[config.mk]
export PLATFORM = sky130hd
export DESIGN_NAME = lp_pattern_gen
export DESIGN_NICKNAME = d
export VERILOG_FILES = /design/src/rtl/lp_pkg.sv /design/src/rtl/lp_lfsr.sv /design/src/rtl/lp_weight.sv /design/src/rtl/lp_phase_ctrl.sv /design/src/rtl/lp_pattern_gen.sv
export SDC_FILE = /design/constraint.sdc
export NUM_CORES = 1
export LEC_CHECK = 0
export BUFFER_PORTS_ARGS = -buffer_cell sky130_fd_sc_hd__buf_4
export CAP_MARGIN = 20
export CORE_UTILIZATION = 40
export DETAILED_ROUTE_END_ITERATION = 8
export PLACE_DENSITY = 0.62
export RECOVER_POWER = 100
export SETUP_SLACK_MARGIN = 0.02
export SLEW_MARGIN = 20
export SYNTH_ARGS = -nofsm -noshare
export SYNTH_HDL_FRONTEND = slang
export SYNTH_SLANG_ARGS = --single-unit
[constraint.sdc]
create_clock -name clk_i -period 1.68 [get_ports clk_i]
set_input_delay 0.252 -clock clk_i [delete_from_list [all_inputs] [get_ports clk_i]]
set_output_delay 0.252 -clock clk_i [all_outputs]
set_load 0.05 [all_outputs]
[src/rtl/lp_pkg.sv]
package lp_pkg;
  localparam int          LFSR_W        = 16;
  localparam logic [15:0] LFSR_TAPS     = 16'hB400; // x^16+x^14+x^13+x^11+1
  localparam logic [15:0] LFSR_FALLBACK = 16'hACE1;

  typedef enum logic {PH_HOLD = 1'b0, PH_TOGGLE = 1'b1} phase_e;
endpackage

[src/rtl/lp_lfsr.sv]
module lp_lfsr
  import lp_pkg::*;
(
  input  logic              clk_i,
  input  logic              rst_ni,
  input  logic              load_i,
  input  logic [LFSR_W-1:0] seed_i,
  input  logic              step_i,
  output logic [LFSR_W-1:0] state_o
);
  logic [LFSR_W-1:0] state_q;
  logic              fb;

  assign fb = ^(state_q & LFSR_TAPS);

  always_ff @(posedge clk_i or negedge rst_ni) begin
    if (!rst_ni)      state_q <= LFSR_FALLBACK;
    else if (load_i)  state_q <= (seed_i == '0) ? LFSR_FALLBACK : seed_i;
    else if (step_i)  state_q <= {state_q[LFSR_W-2:0], fb};
  end

  assign state_o = state_q;
endmodule

[src/rtl/lp_weight.sv]
module lp_weight #(
  parameter int CODE_W = 4,
  parameter int RND_W  = 16
) (
  input  logic [CODE_W-1:0] code_i,
  input  logic [RND_W-1:0]  rnd_i,
  output logic              bit_o
);
  localparam int NEED = CODE_W * (CODE_W + 1) / 2;

  logic [CODE_W-1:0] term;

  // term i: AND of i+1 disjoint random bits, probability 2^-(i+1)
  for (genvar i = 0; i < CODE_W; i++) begin : g_term
    localparam int BASE = i * (i + 1) / 2;
    assign term[i] = code_i[i] & (&rnd_i[BASE +: i+1]);
  end

  if (NEED > RND_W) begin : g_bad_width
    initial $error("lp_weight: random source too narrow");
  end

  assign bit_o = |term;
endmodule

[src/rtl/lp_phase_ctrl.sv]
module lp_phase_ctrl
  import lp_pkg::*;
#(
  parameter int CNT_W = 4
) (
  input  logic             clk_i,
  input  logic             rst_ni,
  input  logic             start_i,
  input  logic             step_i,
  input  logic [CNT_W-1:0] offset_i,
  input  logic             init_mode_i,
  input  logic [CNT_W-1:0] toggle_len_i,
  input  logic [CNT_W-1:0] hold_len_i,
  output logic             mode_o
);
  logic [CNT_W-1:0] cnt_q;
  phase_e           mode_q;

  always_ff @(posedge clk_i or negedge rst_ni) begin
    if (!rst_ni) begin
      cnt_q  <= '0;
      mode_q <= PH_HOLD;
    end else if (start_i) begin
      cnt_q  <= offset_i;
      mode_q <= phase_e'(init_mode_i);
    end else if (step_i) begin
      if (cnt_q == '0) begin
        mode_q <= (mode_q == PH_TOGGLE) ? PH_HOLD : PH_TOGGLE;
        cnt_q  <= (mode_q == PH_TOGGLE) ? hold_len_i : toggle_len_i;
      end else begin
        cnt_q <= cnt_q - 1'b1;
      end
    end
  end

  assign mode_o = (mode_q == PH_TOGGLE);
endmodule

[src/rtl/lp_pattern_gen.sv]
module lp_pattern_gen
  import lp_pkg::*;
#(
  parameter int NUM_CHAINS = 8,
  parameter int CODE_W     = 4,
  parameter int CNT_W      = 4,
  parameter int LEN_W      = 8
) (
  input  logic                  clk_i,
  input  logic                  rst_ni,
  input  logic                  seed_load_i,
  input  logic [LFSR_W-1:0]     seed_i,
  input  logic                  start_i,
  input  logic                  shift_en_i,
  input  logic [CODE_W-1:0]     code_i,
  input  logic [CNT_W-1:0]      toggle_len_i,
  input  logic [CNT_W-1:0]      hold_len_i,
  input  logic [CNT_W-1:0]      offset_i,
  input  logic                  init_mode_i,
  input  logic                  det_sel_i,
  input  logic                  det_bit_i,
  input  logic [LEN_W-1:0]      chain_len_i,
  output logic [NUM_CHAINS-1:0] scan_o,
  output logic [NUM_CHAINS-1:0] ctrl_o,
  output logic                  mode_o,
  output logic                  pattern_done_o
);
  localparam int PS_DIST = LFSR_W / 2;

  logic                  act;
  logic [LFSR_W-1:0]     lfsr_q;
  logic                  wbit, shift_in;
  logic [NUM_CHAINS-1:0] ctrl_q, scan_q, ps_bit;
  logic [LEN_W-1:0]      pos_q;
  logic                  done_q;

  assign act = shift_en_i & ~start_i & ~seed_load_i;

  lp_lfsr u_lfsr (
    .clk_i   (clk_i),
    .rst_ni  (rst_ni),
    .load_i  (seed_load_i),
    .seed_i  (seed_i),
    .step_i  (act),
    .state_o (lfsr_q)
  );

  lp_weight #(.CODE_W(CODE_W), .RND_W(LFSR_W)) u_weight (
    .code_i (code_i),
    .rnd_i  (lfsr_q),
    .bit_o  (wbit)
  );

  lp_phase_ctrl #(.CNT_W(CNT_W)) u_phase (
    .clk_i        (clk_i),
    .rst_ni       (rst_ni),
    .start_i      (start_i),
    .step_i       (act),
    .offset_i     (offset_i),
    .init_mode_i  (init_mode_i),
    .toggle_len_i (toggle_len_i),
    .hold_len_i   (hold_len_i),
    .mode_o       (mode_o)
  );

  assign shift_in = det_sel_i ? det_bit_i : wbit;

  always_ff @(posedge clk_i or negedge rst_ni) begin
    if (!rst_ni)               ctrl_q <= '0;
    else if (act && mode_o)    ctrl_q <= {ctrl_q[NUM_CHAINS-2:0], shift_in};
  end

  // XOR phase shifter and per-chain hold gate
  for (genvar j = 0; j < NUM_CHAINS; j++) begin : g_chain
    localparam int TA = j % LFSR_W;
    localparam int TB = (j + PS_DIST) % LFSR_W;
    assign ps_bit[j] = lfsr_q[TA] ^ lfsr_q[TB];

    always_ff @(posedge clk_i or negedge rst_ni) begin
      if (!rst_ni)                scan_q[j] <= 1'b0;
      else if (act && ctrl_q[j])  scan_q[j] <= ps_bit[j];
    end
  end

  always_ff @(posedge clk_i or negedge rst_ni) begin
    if (!rst_ni) begin
      pos_q  <= '0;
      done_q <= 1'b0;
    end else if (start_i) begin
      pos_q  <= '0;
      done_q <= 1'b0;
    end else if (act) begin
      if (pos_q == LEN_W'(chain_len_i - 1'b1)) begin
        pos_q  <= '0;
        done_q <= 1'b1;
      end else begin
        pos_q  <= pos_q + 1'b1;
        done_q <= 1'b0;
      end
    end else begin
      done_q <= 1'b0;
    end
  end

  assign scan_o         = scan_q;
  assign ctrl_o         = ctrl_q;
  assign pattern_done_o = done_q;
endmodule

After elaboration in Yosys (flattened, before gate mapping)
Index checks and enable logic that the tools add are counted.

$add $sub $neg: 3. Equal/unequal tests: 1. Mux-type cells: 18. Bitwise gates (word level): 16. Reduce and logical (&&, ||, !) cells: 20.

Operators with widths (number): 16-bit 2-to-1 mux (3); 8-bit 2-to-1 mux (3); 16-bit zero test (1); 4-bit 2-to-1 mux (4); 16-bit XOR reduction (1); 1-bit logical AND (9); 8-bit by 1-bit adder with 8-bit output (second input constant) (1); 8-bit == test (1); 1-bit 2-to-1 mux (8); 8-bit by 1-bit subtractor with 8-bit output (second input constant) (1); 1-bit bitwise XOR (8); 1-bit AND (6); 2-bit nonzero test (3); 4-bit zero test (1); 2-bit AND reduction (2); 4-bit AND reduction (1); 4-bit OR reduction (1); 4-bit by 1-bit subtractor with 4-bit output (second input constant) (1); 3-bit AND reduction (1); 1-bit NOT (2).

Flip-flop bits (word level): 46. Bits of input ports: 48. Word-level logic and storage cells: 72.

Longest topological paths before layout
Gate-level depths: netlist (run 1).

Word-level depth: 5. Gate-level depth with buffers: 9.

Modules after synthesis
A second synthesis (run 1) with hierarchy kept.

Cells, all modules: 258. Area total of the unflattened synthesis: 2701.3 um^2.

Modules (own cells, without submodules): lp_pattern_gen (instances 1, cells an instance 139, area an instance 1430.1 um^2, seq. area each 625.6 um^2); lp_lfsr (instances 1, cells an instance 71, area an instance 845.8 um^2, seq. area each 410.4 um^2); lp_phase_ctrl (instances 1, cells an instance 43, area an instance 394.1 um^2, seq. area each 125.1 um^2); lp_weight (instances 1, cells an instance 5, area an instance 31.3 um^2, seq. area each 0.0 um^2).

Worst setup path before layout (run 1)
No wires, ideal clock.

Kind: input to register. From: input port chain_len_i[0]. To: register done_q, in the netlist pattern_done_o. Library setup time: 0.069 ns. Data arrival time: 1.864 ns. Required time: 1.611 ns. Slack: -0.253 ns. Stages on the path: 9. Buffers on the path: 2. Cells stage by stage: clkbuf_1 > inv_1 > ha_1 > nand2b_1 > or4_1 > a21oi_1 > a211o_2 > buf_6 > and4_1.

Longest elaborated chain between the ends: 5.

RTL lines: start, declared (line lp_pattern_gen.sv:22) `input logic [LEN_W-1:0] chain_len_i,`; 8-bit by 1-bit subtractor with 8-bit output (line lp_pattern_gen.sv:93) `if (pos_q == LEN_W'(chain_len_i - 1'b1)) begin`; 8-bit == test (line lp_pattern_gen.sv:93); 1-bit 2-to-1 mux (line lp_pattern_gen.sv:93); 1-bit 2-to-1 mux (line lp_pattern_gen.sv:92) `end else if (act) begin`; 1-bit 2-to-1 mux (line lp_pattern_gen.sv:89) `end else if (start_i) begin`; end signal, assigned (line lp_pattern_gen.sv:88) `done_q <= 1'b0;`; end signal, assigned (line lp_pattern_gen.sv:91) `done_q <= 1'b0;`; end signal, assigned (line lp_pattern_gen.sv:95) `done_q <= 1'b1;`; end, declared (line lp_pattern_gen.sv:35) `logic done_q;`.

Every way passes these cells. A chain may end at the register's enable or synchronous reset.

Worst setup path in the final report (run 1)
From: register pos_q[5]. To: register done_q, in the netlist pattern_done_o.

Longest elaborated chain between the ends: 4.

RTL lines: start, declared (line lp_pattern_gen.sv:34) `logic [LEN_W-1:0] pos_q;`; start signal, assigned (line lp_pattern_gen.sv:97) `pos_q <= pos_q + 1'b1;`; 8-bit == test (line lp_pattern_gen.sv:93); 1-bit 2-to-1 mux (line lp_pattern_gen.sv:93); 1-bit 2-to-1 mux (line lp_pattern_gen.sv:92); 1-bit 2-to-1 mux (line lp_pattern_gen.sv:89).

Every way passes these cells.

==> results.cfg, run 1 <==
[global_route]
gr-total-overflow = 0
grt_pass1_wl_um = 10700
antenna_found_initial = 0
grt_max_degree = 47
grt_pass1_vias = 2246
grt_use_total_pct = 18.9

[clocking]
h-tree-depth = 2
cts.sinks = 46
clock_path_buffers = 2
cts_buffers = 5
cts_tree = yes
cts_root_buf = clkbuf_8
clk_pin_slew_ps = 100
clk_latency_ps = 300

[detailed_routing]
wirelength_um = 6740
vias = 2333
drt-initial-drc-count = 112
drtPass1Iterations = 4
routedWlPerCell_um = 15.7
ant_nets = 0
post_drt_via_cell_ratio = 5.45
drc = 0

[timing]
hold_violations = 0
clock_skew_ps = 7.44
fin_ws_ps = -91.5
worstMarginPinSlew_ps = 1140
max_freq_mhz = 565
relSlewSlack_pct = 24.1
rsz0062_at_grt = true
finalSetupViolCount = 9
final.setup.tns_ps = -483
maxSlewViolCount = 0
period_needed_ps = 1770
post-route-period-util_pct = 105

[floorplan]
die_w_um = 83.6
rows = 29
ios = 66
fp.dieArea_mm2 = 0.00700
die_h_um = 83.6
start_util_pct = 41.8
core_area_mm2 = 0.00639

[yosys]
synth_top_area_cell = dfrtp_1
synth_edf_count = 0
synth_common_cells = 38 x dfrtp_1, 24 x nand2_1, 22 x a21oi_1, 18 x xnor2_1
yosysUniqueCellTypes = 40
synth.area.top_cells = dfrtp_1 36%, dfstp_2 7.9%, mux2_2 6.3%, xnor2_1 5.9%, a21oi_1 4.1%
yosysMostFrequentCell = dfrtp_1
synthCells = 271
async_flop_share_pct = 100
synth_nets = 322
seq_area_frac_synth_pct = 43.5
synth_top_area_share_pct = 35.7
synth.avg_cell_area_um2 = 9.84
synth-seq-cells = 46
syn_area_mm2 = 0.00267
synth_top_flop_cell = dfrtp_1
yosysWarnings = 0

[worst_setup_path]
crit_chain = buf_6 > nand2b_4 > or4_4 > a21oi_4 > a211o_4 > and4_1
worstPathMaxFanout = 5
arrival_ps = 2020
crit_slowest_cell = or4_4
cp-end-kind = flip-flop
path_buf_inv = 1
critical-path-top-delay-family = simple AND/OR/NAND/NOR gates
slowest_delay_ps = 490
start_kind = flip-flop
worstSetupPathType = reg -> reg
crit_required_ps = 1930

[final_layout]
drive_above_1_share_pct = 33.0
fin_area_mm2 = 0.00350
final_nets = 401
final.fill_count = 628
instances_no_fill = 428
diodes = 0
area_delta_synth_final_pct = 31.3

[place]
gp_congestion = 0.869
dp_hpwl_um = 4780
portBuffers = 65
placed_area_mm2 = 0.00335
post-place-cells = 416
place_ws_ps = -242

[power_and_ir_drop]
p_per_area_mw_per_mm2 = 909
peakVddDrop_mv = 0.725
power_mw = 3.18
p_leak_nw = 1.51

[job]
cap_violations = 0

[status]
violations = negative setup slack
outcome = finished, violations left

[min_path]
hold_path.class = in -> reg
## power by group
part,total [mW],internal (mW),switching (mW)
combinational,1.04,0.368,0.667
clock,0.713,0.301,0.412
sequential,1.43,1.27,0.160
total,3.18,1.94,1.24
## routing by layer
layer  vias up  GRT usage, %  routed length, um
li1       1152             -                  -
met1      1107          27.3               3180
met2        68          29.9               3170
met3         6          3.07                336
met4         0          4.16                 53
met5         -             0                  0
## kinds of logic (layout without fill, tap and decap cells)
family | after synthesis | after routing | share of synthesized area [%]
xor gates and xnor gates | 28 | 28 | 9.20
AOI/OAI and AO/OA | 76 | 77 | 18.3
muxes | 26 | 26 | 10.5
adders and majority gates | 3 | 3 | 1.41
DFF | 46 | 46 | 43.5
buffers and inverters | 25 | 104 | 3.89
and+or+nand+nor | 67 | 67 | 13.2
## stage by stage
stage | hold slack, ps | utilization (%)
after detailed placement | 295 | 52.5
after floorplan | -43.6 | -
after global placement | 298 | 52.5
after CTS | 146 | 54.1
final | 152 | 54.8
after global routing | 171 | 54.8
## layout by cell type, fill, tap and decap left out, types with 3 or more instances in the layout
master,Yosys,layout
nand3_1,4,4
o21ai_0,15,15
dfrtp_1,38,38
a31oi_1,12,11
nor3_1,5,5
nor4_1,5,5
o22a_1,8,8
a21oi_1,22,21
inv_1,8,8
mux2i_1,11,11
buf_4,0,64
a311oi_1,5,3
dfstp_2,8,8
a22oi_1,3,3
xnor2_1,18,18
clkbuf_8,0,5
clkbuf_1,13,17
nor2_1,6,6
clkbuf_2,0,4
xor2_1,10,10
nand2_1,24,24
nor2b_1,4,4
and3_1,4,4
mux2_2,15,15
nand4_1,4,4
o31ai_1,3,3
## tightest hold or removal path: cells and delay by family
| family | cells | cell delay (ps) |
|---|---|---|
| buffers and inverters | 1 | 70 |
| AOI/OAI and AO/OA | 1 | 50 |
| and+or+nand+nor | 1 | 40 |
## area by class of cell
cell class	instances	area (um2)	share of cell area, %
multi-input cells	201	1520	43.5
flip-flops and latches	46	1160	33.2
repair buffers	88	597	17.0
well taps	77	96.3	2.75
clock buffers	5	68.8	1.97
inverters	8	30.0	0.858
clock inverters	3	25.0	0.715
## worst paths after layout
kind                                             from                           end  slack, ps  cells after the start
max in group asynchronous                      rst_ni    u_phase.mode_o$_DFFE_PN0P_        290                      2
worst min register to register  ctrl_o[7]$_DFFE_PN0P_         scan_o[7]$_DFFE_PN0P_        530                      1
worst max register to register   pos_q[5]$_DFFE_PN0P_      pattern_done_o$_DFF_PN0_        -90                      6
worst min-delay path                      offset_i[2]  u_phase.cnt_q[2]$_DFFE_PN0P_        150                      3
min in group asynchronous                      rst_ni         ctrl_o[6]$_DFFE_PN0P_        700                      2
worst max-delay path             pos_q[5]$_DFFE_PN0P_      pattern_done_o$_DFF_PN0_        -90                      6
## what timing repair did
item                                   4_1_cts  5_1_grt
resized for setup                            0       18
cloned                                       0        1
hold buffers                                 1        0
setup buffers                                0        2
endpoints found under the hold margin       38        0
setup endpoints to repair                    8        9
pin swaps                                    0       10
## registers in the layout (all words and copies together), names as in the netlist
register and count:
scan_o 8, u_lfsr.state_o 16, pattern_done_o 1, u_phase.cnt_q 4
pos_q 8, ctrl_o 8, u_phase.mode_o 1
(Power assumes the default switching activity.)
==> inputs of run 2 (changes only) <==
ABC_CLOCK_PERIOD_IN_PS = 1680   (was default)
PLACE_DENSITY = 0.65   (was 0.62)
==> run 2 against run 1 <==
  * The flow still finishes with violations (negative setup slack)
  * Flip-flop and latch count did not move
  * Utilization is 0.27 points lower
  * Critical path depth shrank 1
  * First-iteration DRC count grew 45%
  * Critical path type unchanged
==> results.cfg, run 2 (same netlist as run 1, synthesis figures left out) <==
[floorplan]
core_area_mm2 = 0.00639
die_h_um = 83.6
ios = 66
rows = 29
die_w_um = 83.6
fp.dieArea_mm2 = 0.00700
start_util_pct = 41.8

[min_path]
hold_path.class = in -> reg

[worst_setup_path]
worstPathMaxFanout = 5
crit_required_ps = 1910
start_kind = flip-flop
worstSetupPathType = reg -> reg
arrival_ps = 1950
cp-end-kind = flip-flop

[power_and_ir_drop]
p_per_area_mw_per_mm2 = 902
p_leak_nw = 1.50
switchingPower_mw = 1.20
power_frac_comb_pct = 32.8
peakVddDrop_mv = 0.470
seqPwrFrac_pct = 45.9
intPower_mw = 1.94
power_mw = 3.14
clkPwrFrac_pct = 21.3
swShare_pct = 38.4

[detailed_routing]
drc = 0
highest-signal-layer = met4
wirelength_met1_um = 3080
routedWlPerCell_um = 15.2
drt-initial-drc-count = 162
wl_met2_um = 3100
post_drt_via_cell_ratio = 5.46
met3_length_um = 276
drtPass1Iterations = 4
wirelength_um = 6520
ant_nets = 0
vias = 2336

[final_layout]
diodes = 0
final.fill_count = 585
final_cell_mix = 63 x buf_4, 37 x dfrtp_1, 24 x nand2_1
final_common_cell = buf_4
drive_above_1_share_pct = 32.8
largest_reg_flops = 16
regArea_mm2 = 0.00116
final_nets = 401
multi_input_area_mm2 = 0.00151
area_delta_synth_final_pct = 30.6
fin_area_mm2 = 0.00348

[place]
dp_hpwl_um = 4620
gp_congestion = 0.821
portBuffers = 65
placed_area_mm2 = 0.00334

[clocking]
cts_buffers = 5
clock_path_buffers = 2
cts_tree = yes
clk_pin_slew_ps = 90
clk_latency_ps = 290
cts_root_buf = clkbuf_8
h-tree-depth = 2
cts.sinks = 46

[timing]
hold_violations = 0
period_needed_ps = 1720
finalSetupViolCount = 14
fin_ws_ps = -42.0
rsz0062_at_grt = true
maxSlewViolCount = 0
clock_skew_ps = 9.72
relSlewSlack_pct = 26.3
max_freq_mhz = 581
worstMarginPinSlew_ps = 1100
post-route-period-util_pct = 103

[status]
outcome = finished, violations left
violations = negative setup slack

[global_route]
grt_pass1_wl_um = 11200
antenna_found_initial = 0
grt_use_total_pct = 19.7
grt_max_degree = 47
gr-total-overflow = 0
grt_pass1_vias = 2371

[job]
cap_violations = 0
[run 2: repair_timing]
item | 4_1_cts | 5_1_grt
buffers inserted | 3 | 0
setup endpoints to repair | 9 | 9
cloned | 1 | 0
gates resized for setup | 11 | 8
pin swaps | 7 | 6
hold buffers | 1 | 0
hold endpoints to repair | 38 | 0
[run 2: through the flow]
stage               std cells  setup TNS (ps)  hold slack [ps]  utilization (%)  setup slack, ps
floorplan                 271            -164            -43.6                -            -35.0
global placement          415           -1590              290             52.4             -203
detailed placement        415           -1960              293             52.4             -251
CTS                       428           -85.2              159             55.2            -23.7
global route              428           -1420              162             54.5             -120
finish                    428            -324              161             54.5            -42.0
[run 2: layout make-up]
type / count / share of cell area, %
multi-input cells: 201 / 43.3
clock buffers: 6 / 2.08
inverters: 8 / 0.862
well taps: 77 / 2.77
clock inverters: 2 / 0.395
flip-flops and latches: 46 / 33.4
repair buffers: 88 / 17.2
[run 2: final timing paths]
kind / start / endpoint / slack (ps) / cells past startpoint
worst max register to register: pos_q[6]$_DFFE_PN0P_ / pattern_done_o$_DFF_PN0_ / -40 / 5
worst min register to register: ctrl_o[7]$_DFFE_PN0P_ / scan_o[7]$_DFFE_PN0P_ / 510 / 1
worst min-delay path: offset_i[0] / u_phase.cnt_q[0]$_DFFE_PN0P_ / 160 / 3
worst max-delay path: pos_q[6]$_DFFE_PN0P_ / pattern_done_o$_DFF_PN0_ / -40 / 5
max in group asynchronous: rst_ni / u_phase.mode_o$_DFFE_PN0P_ / 240 / 2
min in group asynchronous: rst_ni / u_lfsr.state_o[14]$_DFFE_PN0P_ / 690 / 2
[run 2: critical path: stages (launching register included)]
cell and delay (ps):
dfrtp_1 410, xor2_1 160, or4_4 500, a21oi_4 200
a211o_4 200, and4_1 190
[run 2: power groups by stage]
stage	combinational (mW)	sequential, mW	clock, mW
6_report	1.03	1.44	0.670
5_1_grt	1.11	1.47	0.743
3_3_place_gp	1.08	1.46	0
4_1_cts	1.12	1.44	0.689
3_5_place_dp	1.09	1.46	0
2_1_floorplan	0.393	1.75	0
[run 2: layer usage]
layer,global-route usage (%),vias to the layer above
met5,0,-
met4,5.39,0
met3,3.36,8
met2,32.2,59
met1,26.9,1111
li1,-,1158
==> inputs of run 3 (changes only) <==
PLACE_DENSITY = 0.71   (was 0.65)
==> run 3 against run 2 <==
  * The flow still finishes with violations (negative setup slack)
  * Register-to-register slack hardly changed
  * Sequential share of layout area is 0.17 points higher
  * First-iteration DRC count is 9.3% higher
  * Combinational power hardly changed
  * Utilization is 0.33 points lower
  * Wire length hardly changed
  * Flip-flop and latch count stayed put
  * Maximum frequency is 0.80% lower
  * Clock power is 5.7% higher
==> results.cfg, run 3 (same netlist as run 1, synthesis figures left out) <==
[status]
outcome = finished, violations left
violations = negative setup slack

[final_layout]
drive_above_1_share_pct = 31.5
regArea_mm2 = 0.00116
final.fill_count = 586
fin_area_mm2 = 0.00346
instances_no_fill = 426
final_nets = 399
area_delta_synth_final_pct = 29.8
diodes = 0
final_cell_mix = 63 x buf_4, 38 x dfrtp_1, 24 x nand2_1
largest_reg_flops = 16
final_common_cell = buf_4
multi_input_area_mm2 = 0.00150
fin_util_pct = 54.2

[global_route]
antenna_found_initial = 0
grt_pass1_vias = 2310
gr-total-overflow = 0
grt_use_total_pct = 18.9
grt_pass1_wl_um = 10700
grt_max_degree = 47

[worst_setup_path]
rrSetupSlack_ps = -60
rr_worst_depth = 6
cp-end-kind = flip-flop
arrival_ps = 1920
worstPathMaxFanout = 4
worstSetupPathType = reg -> reg
crit_required_ps = 1860
worst_r2r_endpoint = pos_q[2]$_DFFE_PN0P_
r2r-start = pos_q[5]$_DFFE_PN0P_
start_kind = flip-flop

[timing]
clock_skew_ps = 6.49
hold_violations = 0
finalSetupViolCount = 8
worstMarginPinSlew_ps = 1160
rsz0062_at_grt = true
post-route-period-util_pct = 103
relSlewSlack_pct = 23.0
fin_ws_ps = -55.9
maxSlewViolCount = 0
max_freq_mhz = 576
period_needed_ps = 1740
final.setup.tns_ps = -258

[floorplan]
ios = 66
die_w_um = 83.6
die_h_um = 83.6
start_util_pct = 41.8
rows = 29
fp.dieArea_mm2 = 0.00700
core_area_mm2 = 0.00639

[clocking]
cts_tree = yes
clk_latency_ps = 300
h-tree-depth = 2
clock_path_buffers = 2
cts.sinks = 46
cts_buffers = 5
clk_pin_slew_ps = 90
cts_root_buf = clkbuf_8

[detailed_routing]
post_drt_via_cell_ratio = 5.49
ant_nets = 0
wirelength_um = 6510
drc = 0
vias = 2339
routedWlPerCell_um = 15.3
drt-initial-drc-count = 177
drtPass1Iterations = 4

[place]
placed_area_mm2 = 0.00335
portBuffers = 65
dp_hpwl_um = 4630
gp_congestion = 0.866
post-place-cells = 414

[job]
cap_violations = 0

[power_and_ir_drop]
p_per_area_mw_per_mm2 = 915
power_mw = 3.17
p_leak_nw = 1.51
peakVddDrop_mv = 0.483

[min_path]
worstHoldEndpoint = u_phase.cnt_q[1]$_DFFE_PN0P_
hold_path.class = in -> reg
min_from = offset_i[1]
hold_depth = 3
## run 3: cell count changes in the layout (fill, tap and decap cells not counted), sizes merged
cell          delta
clkinv           -1
clkinvlp         +1
clkbuf           -2
buf              -2
inv              +1
dlymetal6s2s     +1
## run 3: how the worst max path moves through the flow
stage | startpoint | to | slack (ps) | depth (start not counted)
global placement | chain_len_i[2] | pattern_done_o$_DFF_PN0_ | -210 | 6
floorplan | chain_len_i[2] | pattern_done_o$_DFF_PN0_ | -30 | 6
detailed placement | chain_len_i[2] | pos_q[3]$_DFFE_PN0P_ | -240 | 6
global route | pos_q[5]$_DFFE_PN0P_ | pos_q[1]$_DFFE_PN0P_ | -110 | 6
finish | pos_q[5]$_DFFE_PN0P_ | pos_q[2]$_DFFE_PN0P_ | -60 | 6
CTS | pos_q[5]$_DFFE_PN0P_ | pattern_done_o$_DFF_PN0_ | -10 | 6
## run 3: cell type report
| type | count | area share, % |
|---|---|---|
| clock buffers | 5 | 1.99 |
| clock inverters | 3 | 0.723 |
| inverters | 8 | 0.867 |
| multi-input cells | 201 | 43.2 |
| flip-flops and latches | 46 | 33.5 |
| well taps | 77 | 2.78 |
| repair buffers | 86 | 16.9 |
## run 3: timing repair
action,4_1_cts,5_1_grt
resized for setup,5,10
pin swaps,7,5
setup endpoints to repair,9,10
buffers inserted,2,0
hold buffers,1,0
gates cloned,1,0
endpoints found under the hold margin,38,0
## run 3: per-stage QoR
| step | hold WS [ps] | setup WS [ps] |
|---|---|---|
| 4_1_cts | 143 | -14.9 |
| 2_1_floorplan | -43.6 | -35.0 |
| 3_3_place_gp | 291 | -210 |
| 5_1_grt | 153 | -112 |
| 3_5_place_dp | 297 | -236 |
| 6_report | 153 | -55.9 |
## run 3: where the power goes
group	switching [mW]	internal [mW]	leakage [nW]
Sequential	0.162	1.27	0.579
Combinational	0.660	0.364	0.887
Clock	0.407	0.301	0.0447
## run 3: critical path, stage by stage, from the launching register on
cell and delay, ps:
dfrtp_1 430, buf_6 120, nand2b_1 50, or4_4 510, a21oi_4 170, a211o_1 230
a311oi_1 100
## run 3: metal layers
layer	up-vias	GRT usage [%]	part of all wire (%)	wire length, um
li1	1153	-	-	-
met5	-	0	0	0
met2	61	30.5	48	3120
met1	1121	25.4	47	3050
met4	0	5.86	0.81	53
met3	4	4.15	4.4	288
